**src/rtl/evt_irq_pkg.sv**
```systemverilog
package evt_irq_pkg;
   // word select inside one bank, decoded from address bits [3:2]
   typedef enum logic [1:0] {
      REG_EVENT  = 2'd0,
      REG_ENABLE = 2'd1,
      REG_ACK    = 2'd2,
      REG_LEVEL  = 2'd3
   } reg_sel_e;

   // byte base of bank k inside the window: first bank high, second below it
   function automatic int bank_base(int k);
      return 32 - 16 * k;
   endfunction
endpackage

```
**src/rtl/evt_irq_decode.sv**
```systemverilog
module evt_irq_decode
   import evt_irq_pkg::*;
#(
   parameter int ADDR_W    = 6,
   parameter int NUM_BANKS = 2
) (
   input  logic [ADDR_W-1:0]    addr,
   output logic [NUM_BANKS-1:0] bank_hit,
   output reg_sel_e             sel
);
   localparam int HI_W = ADDR_W - 4;

   assign sel = reg_sel_e'(addr[3:2]);

   for (genvar k = 0; k < NUM_BANKS; k++) begin : g_hit
      localparam int BASE = bank_base(k);
      assign bank_hit[k] = (addr[ADDR_W-1:4] == HI_W'(BASE >> 4)) &&
                           (addr[1:0] == 2'b00);
   end
endmodule

```
**src/rtl/evt_irq_bank.sv**
```systemverilog
module evt_irq_bank #(
   parameter int W = 32
) (
   input  logic         clk,
   input  logic         rst_n,
   input  logic [W-1:0] src,
   input  logic         en_wr,
   input  logic         ack_wr,
   input  logic [W-1:0] wdata,
   output logic [W-1:0] evt_q,
   output logic [W-1:0] en_q,
   output logic [W-1:0] prev_q
);
   logic [W-1:0] rise;
   logic [W-1:0] clr;

   assign rise = src & ~prev_q & en_q;
   assign clr  = ack_wr ? wdata : '0;

   always_ff @(posedge clk or negedge rst_n) begin
      if (!rst_n) begin
         prev_q <= '0;
         en_q   <= '0;
         evt_q  <= '0;
      end else begin
         prev_q <= src;
         if (en_wr) en_q <= wdata;
         // a fresh edge outranks a clear in the same cycle
         evt_q  <= (evt_q & ~clr) | rise;
      end
   end
endmodule

```
**src/rtl/evt_irq_ctrl.sv**
```systemverilog
module evt_irq_ctrl
   import evt_irq_pkg::*;
#(
   parameter int NUM_BANKS = 2,
   parameter int BANK_W    = 32,
   parameter int DATA_W    = 32,
   parameter int ADDR_W    = 6
) (
   input  logic                        clk,
   input  logic                        rst_n,
   input  logic [NUM_BANKS*BANK_W-1:0] irq_src,
   input  logic [ADDR_W-1:0]           addr,
   input  logic                        wr_en,
   input  logic [DATA_W-1:0]           wr_data,
   input  logic                        rd_en,
   output logic [DATA_W-1:0]           rd_data,
   output logic                        irq
);
   localparam int NUM_SRC = NUM_BANKS * BANK_W;

   if (NUM_BANKS < 1 || NUM_BANKS > 2) begin : g_bad_banks
      $error("NUM_BANKS must be 1 or 2");
   end
   if (BANK_W < 1 || BANK_W > DATA_W) begin : g_bad_width
      $error("BANK_W must lie in 1..DATA_W");
   end
   if (ADDR_W < 6) begin : g_bad_addr
      $error("ADDR_W must cover the 0x40 window");
   end

   logic [NUM_BANKS-1:0] bank_hit;
   reg_sel_e             sel;
   logic [NUM_SRC-1:0]   evt_all;
   logic [NUM_SRC-1:0]   en_all;
   logic [NUM_SRC-1:0]   prev_all;
   logic [DATA_W-1:0]    rd_mux;

   evt_irq_decode #(.ADDR_W(ADDR_W), .NUM_BANKS(NUM_BANKS)) u_dec (
      .addr     (addr),
      .bank_hit (bank_hit),
      .sel      (sel)
   );

   for (genvar k = 0; k < NUM_BANKS; k++) begin : g_bank
      logic en_wr_k;
      logic ack_wr_k;
      assign en_wr_k  = wr_en && bank_hit[k] && (sel == REG_ENABLE);
      assign ack_wr_k = wr_en && bank_hit[k] && (sel == REG_ACK);

      evt_irq_bank #(.W(BANK_W)) u_bank (
         .clk    (clk),
         .rst_n  (rst_n),
         .src    (irq_src[k*BANK_W +: BANK_W]),
         .en_wr  (en_wr_k),
         .ack_wr (ack_wr_k),
         .wdata  (wr_data[BANK_W-1:0]),
         .evt_q  (evt_all[k*BANK_W +: BANK_W]),
         .en_q   (en_all[k*BANK_W +: BANK_W]),
         .prev_q (prev_all[k*BANK_W +: BANK_W])
      );
   end

   always_comb begin
      rd_mux = '0;
      for (int k = 0; k < NUM_BANKS; k++) begin
         if (bank_hit[k]) begin
            case (sel)
               REG_EVENT:  rd_mux = DATA_W'(evt_all[k*BANK_W +: BANK_W]);
               REG_ENABLE: rd_mux = DATA_W'(en_all[k*BANK_W +: BANK_W]);
               REG_LEVEL:  rd_mux = DATA_W'(irq_src[k*BANK_W +: BANK_W]);
               default:    rd_mux = '0;
            endcase
         end
      end
   end

   always_ff @(posedge clk or negedge rst_n) begin
      if (!rst_n) begin
         rd_data <= '0;
         irq     <= 1'b0;
      end else begin
         rd_data <= rd_en ? rd_mux : '0;
         irq     <= |(evt_all & en_all);
      end
   end
endmodule

```
**config.mk**
```make
export PLATFORM = sky130hd
export DESIGN_NAME = evt_irq_ctrl
export DESIGN_NICKNAME = d
export VERILOG_FILES = /design/src/rtl/evt_irq_pkg.sv /design/src/rtl/evt_irq_decode.sv /design/src/rtl/evt_irq_bank.sv /design/src/rtl/evt_irq_ctrl.sv
export SDC_FILE = /design/constraint.sdc
export NUM_CORES = 1
export LEC_CHECK = 0
export ABC_AREA = 1
export BUFFER_PORTS_ARGS = -buffer_cell sky130_fd_sc_hd__buf_2
export CAP_MARGIN = 40
export CELL_PAD_IN_SITES_DETAIL_PLACEMENT = 0
export CELL_PAD_IN_SITES_GLOBAL_PLACEMENT = 1
export CORE_UTILIZATION = 46
export DETAILED_ROUTE_END_ITERATION = 8
export PLACE_DENSITY_LB_ADDON = 0.08
export SETUP_SLACK_MARGIN = 0.3
export SYNTH_ARGS = -nofsm -noshare
export SYNTH_HDL_FRONTEND = slang
export SYNTH_HIERARCHICAL = 1
export SYNTH_SLANG_ARGS = --single-unit
```
**constraint.sdc**
```tcl
create_clock -name clk -period 2.1 [get_ports clk]
set_input_delay 0.315 -clock clk [delete_from_list [all_inputs] [get_ports clk]]
set_output_delay 0.315 -clock clk [all_outputs]
set_load 0.03 [all_outputs]
```
## Word level (Yosys, flattened, before mapping)

Index checks and enable logic that the tools add are counted.

- Flip-flop bits (word level): 225
- Output and inout bits: 33

- Equality and inequality tests: 5
- Multiplexer cells: 7
- Bitwise logic cells: 13
- Reductions and logical operators: 11

Operators with widths:

| operator | number |
|---|---|
| $and A32 B32 Y32 | 6 |
| $pmux W32 S3 | 2 |
| $mux W32 | 5 |
| $not A32 Y32 | 4 |
| $and A64 B64 Y64 | 1 |
| $or A32 B32 Y32 | 2 |
| $reduce_or A64 Y1 | 1 |
| $logic_and A1 B1 Y1 | 8 |
| $eq A2 B2 Y1 const B | 3 |
| $eq A2 B1 Y1 const B | 2 |
| $logic_not A2 Y1 | 2 |

## Depth between registers and ports, before layout

- Depth after elaboration: 8
- Mapped depth: 11

## By module

Netlist, hierarchy kept.

Modules (own cells, without submodules):

| module | instances | cells an instance | area each (sq um) | sequential area each (sq um) |
|---|---|---|---|---|
| evt_irq_bank | 2 | 362 | 3,552.2 | 2,402.3 |
| evt_irq_ctrl | 1 | 713 | 3,786.1 | 825.8 |
| evt_irq_decode | 1 | 11 | 48.8 | 0.0 |

## Worst setup path before layout

OpenSTA, ideal clock, no wires.

- Path type: input -> register
- Start point: input port addr[0]
- End point: register g_bank[1].u_bank.evt_q[0]
- Arrival: 1.691 ns
- Required time: 1.983 ns
- Slack: 0.291 ns
- Stages on the path: 11
- Buffers on the path: 3
- Path through: inv_1 nand2_1 nor2_1 buf_2 inv_2 buf_2 nor3_1 buf_6 nand2_1 nand2_1 nand2_1

- Cells in the longest elaborated chain, start to end: 8

RTL lines:

| what | line | source |
|---|---|---|
| start, declared | evt_irq_ctrl.sv:12 | `input logic [ADDR_W-1:0] addr,` |
| $logic_not A2 Y1 | evt_irq_decode.sv:18 | `(addr[1:0] == 2'b00);` |
| $logic_and A1 B1 Y1 | evt_irq_decode.sv:17 | `assign bank_hit[k] = (addr[ADDR_W-1:4] == HI_W'(BASE >> 4)) &&` |
| via bank_hit[1] | evt_irq_ctrl.sv:31 | `logic [NUM_BANKS-1:0] bank_hit;` |
| $logic_and A1 B1 Y1 (2 in series) | evt_irq_ctrl.sv:48 | `assign ack_wr_k = wr_en && bank_hit[k] && (sel == REG_ACK);` |
| via g_bank[1].ack_wr_k | evt_irq_ctrl.sv:46 | `logic ack_wr_k;` |
| $mux W32 | evt_irq_bank.sv:18 | `assign clr = ack_wr ? wdata : '0;` |
| $not A32 Y32 | evt_irq_bank.sv:29 | `evt_q <= (evt_q & ~clr) \| rise;` |
| $and A32 B32 Y32 | evt_irq_bank.sv:29 |  |
| $or A32 B32 Y32 | evt_irq_bank.sv:29 |  |
| end signal, assigned | evt_irq_bank.sv:29 |  |
| end, declared | evt_irq_bank.sv:10 | `output logic [W-1:0] evt_q,` |

The timed path passes the listed nets, and every way through them passes these cells.
A chain may end at the register's enable or synchronous reset.

## Final worst setup path

- Start point: register rd_data[31]
- End point: output port rd_data[31]

RTL lines:

| what | line | source |
|---|---|---|
| start, declared | evt_irq_ctrl.sv:16 | `output logic [DATA_W-1:0] rd_data,` |
| start signal, assigned | evt_irq_ctrl.sv:82 | `rd_data <= rd_en ? rd_mux : '0;` |

No word-level cell between the ends.

==> results.md <==
- CP Depth: 1
- Worst Path Arrival: 1.13 ns
- Crit path launch type: register
- Critical path destination: rd_data[31]
- Area grow syn2layout: 22.3%
- Worst reg-to-reg path cell count: 6
- Crit path required time: 1.78 ns
- Synth top area share: 0.515
- Clock sinks: 225
- HPWL after DPL: 19.6 mm
- H-tree depth: 1
- Slew HR: 0.671
- CP peak stage delay: 0.39 ns
- Wire length per cell: 15.2 µm
- First-pass GRT wire length: 48.6 mm
- Fillers: 2304
- Setup-violating endpoint count in the final report: 0
- Pwr dens: 821 nW/µm²
- Skew-Pair Late Insertion Delay: 0.53 ns
- Setup Skew: 0.0199 ns
- Reg2reg setup slack: 0.86 ns
- Reg-to-Reg End: irq
- Antenna cells: 0
- Max Cap Viol: 0
- TNS Setup: 0 ns
- CTS max path bufs: 3
- Static leakage: 0.00785 µW
- Antenna violations before repair: 0
- Worst Setup SP: rd_data[31]
- Top achievable clock speed: 692 MHz
- Die height: 156 µm
- Critical Path, Cell by Cell: buf_2
- Clock slew at reported path FFs: 0.06 ns
- GP Congestion: 0.769
- Synth Flop Type: dfrtp_1
- Post-CTS Setup Bufs: 0
- Top-count cell post-synth: nand2_1
- CP Class: register to primary output
- Syn_area_per_cell: 7.55 µm²
- Post-DP Area: 11900 µm²
- CTS root buf: clkbuf_16
- Tcrit/Tclk final: 0.688
- Initial core utilization: 0.467
- Synth top cells by count: 578 x nand2_1, 242 x inv_1, 225 x dfrtp_1, 108 x nor2_1, 86 x nand3_1
- Die Span X: 156 µm
- Vias: 9296
- Post-route ant nets: 0
- RSZ-0062 raised after global routing: false
- Register area share after synthesis: 0.515
- Synth Register Bits: 225
- CTS tree: done
- Cells after synthesis: 1448
- CP endpoint kind: primary output
- Total Power: 11000 µW
- Status: finished clean
- # port buffers: 138
- CP Buf/Inv Count: 1
- Hold Buf Count CTS: 65
- Post_cts resized: 0
- R2r startpoint: g_bank[0].u_bank/en_q[28]
- Final WL: 30.1 mm
- Vias per cell: 4.68
- HP Class: input port to register
- Crit path max fanout: 1
- Area contributors post-synth: dfrtp_1 51%, nand2_1 20%, inv_1 8.3%
- EDFF count, synth: 0
- Async SR Flop Fraction: 1.00
- Vias in the first global route: 9076
- Slowest-stage cell, CP: dfrtp_1
- Shortest period the worst path allows: 1.45 ns
- Net count after synthesis: 1554
- Final hold vios: 0
- Mapped cell area: 10900 µm²
- CTS Buf Count: 27
- Final Cell Area: 13400 µm²
- Yosys top cell by area: dfrtp_1
- Distinct cells, synth: 19
- Final slew viol count: 0
- Largest net degree at the start of global routing: 69
- Worst-margin pin slew: 0.494 ns
- # IOs: 139
- VDD IR max: 0.644 mV
- Gr ovfl total: 0
- DRT iter0 DRCs: 571
- Delay-heaviest family, CP: flip-flops
- Die Area: 24400 µm²
- Synth Warn #: 6
- Drc violations: 0
- Row cnt: 56
- Fin nets: 1757
- Share of layout cells above drive strength 1: 0.151
- DRT Pass-1 Iters: 4
- Gr usage total: 0.258
- Area of the core: 23400 µm²
[area by class of cell]
cell class	instances	area [µm²]	share of cell area
multi-input combinational	921	3900	0.292
inverter	248	933	0.0697
sequential	225	5630	0.421
clock inverter	7	110	0.00823
timing repair buffer	228	1650	0.123
clock buffer	38	757	0.0566
tap	319	399	0.0298
[logic make-up (layout without fill, tap and decap cells)]
family / count (synthesis) / in the layout / synth area share
AO/OA/AOI/OAI: 64 / 64 / 0.0293
buffers and inverters: 302 / 521 / 0.132
AND/OR/NAND/NOR: 857 / 857 / 0.324
flip-flops: 225 / 225 / 0.515
[stage by stage]
step	util	cells	hold WS (ns)	setup slack, ns
2_1_floorplan	-	1448	0.0194	0.473
5_1_grt	0.572	1986	0.0500	0.626
3_5_place_dp	0.507	1876	0.269	0.337
4_1_cts	0.572	1986	0.0335	0.644
3_3_place_gp	0.507	1876	0.271	0.401
6_report	0.572	1986	0.0485	0.654
[registers in the layout (all words and copies together), names as in the netlist]
| register | count |
|---|---|
| g_bank.u_bank/evt_q | 64 |
| rd_data | 32 |
| g_bank.u_bank/prev_q | 64 |
| irq | 1 |
| g_bank.u_bank/en_q | 64 |
[power by group]
part | switching (µW) | leakage [µW] | internal (µW)
Sequential | 310 | 0.00244 | 4680
Combinational | 852 | 0.00498 | 528
Clock | 1780 | 0.000428 | 2850
Total | 2940 | 0.00785 | 8050
[cells in the final DEF (no fill, tap or decap)]
cell           instances
buf_12                 9
buf_2                137
buf_4                 16
buf_8                  1
bufinv_16              3
clkbuf_1               7
clkbuf_16             27
clkbuf_8               4
clkinv_2               4
dfrtp_1              225
dlygate4sd3_1         65
inv_1                242
inv_2                  5
inv_4                  1
nand2_1              578
nand2_2               27
nand2_4                2
nand3_1               86
nand3_2               10
nand4_1               10
nor2_1               106
nor2_2                 1
nor2_4                 1
nor3_1                32
nor3_2                 2
nor3_4                 2
o21ai_0                8
o21ai_1               56
[how the worst min path moves through the flow]
stage	startpoint	end	slack [ns]	depth (start not counted)
CTS	wr_data[18]	g_bank[1].u_bank/en_q[18]	0.03	3
global placement	rst_n	g_bank[1].u_bank/prev_q[27]	0.27	1
global route	wr_data[19]	g_bank[0].u_bank/en_q[19]	0.05	3
detailed placement	rst_n	g_bank[1].u_bank/evt_q[27]	0.27	1
floorplan	rst_n	g_bank[0].u_bank/en_q[0]	0.02	0
finish	wr_data[27]	g_bank[1].u_bank/en_q[27]	0.05	3
[per-layer routing]
layer | vias to the layer above | part of all wire | global-route usage
li1 | 4700 | - | -
met1 | 4348 | 0.48 | 0.361
met2 | 209 | 0.46 | 0.427
met3 | 39 | 0.043 | 0.0332
met4 | 0 | 0.018 | 0.0602
met5 | - | 0 | 0
No activity file was read; power rests on OpenSTA's default activity.
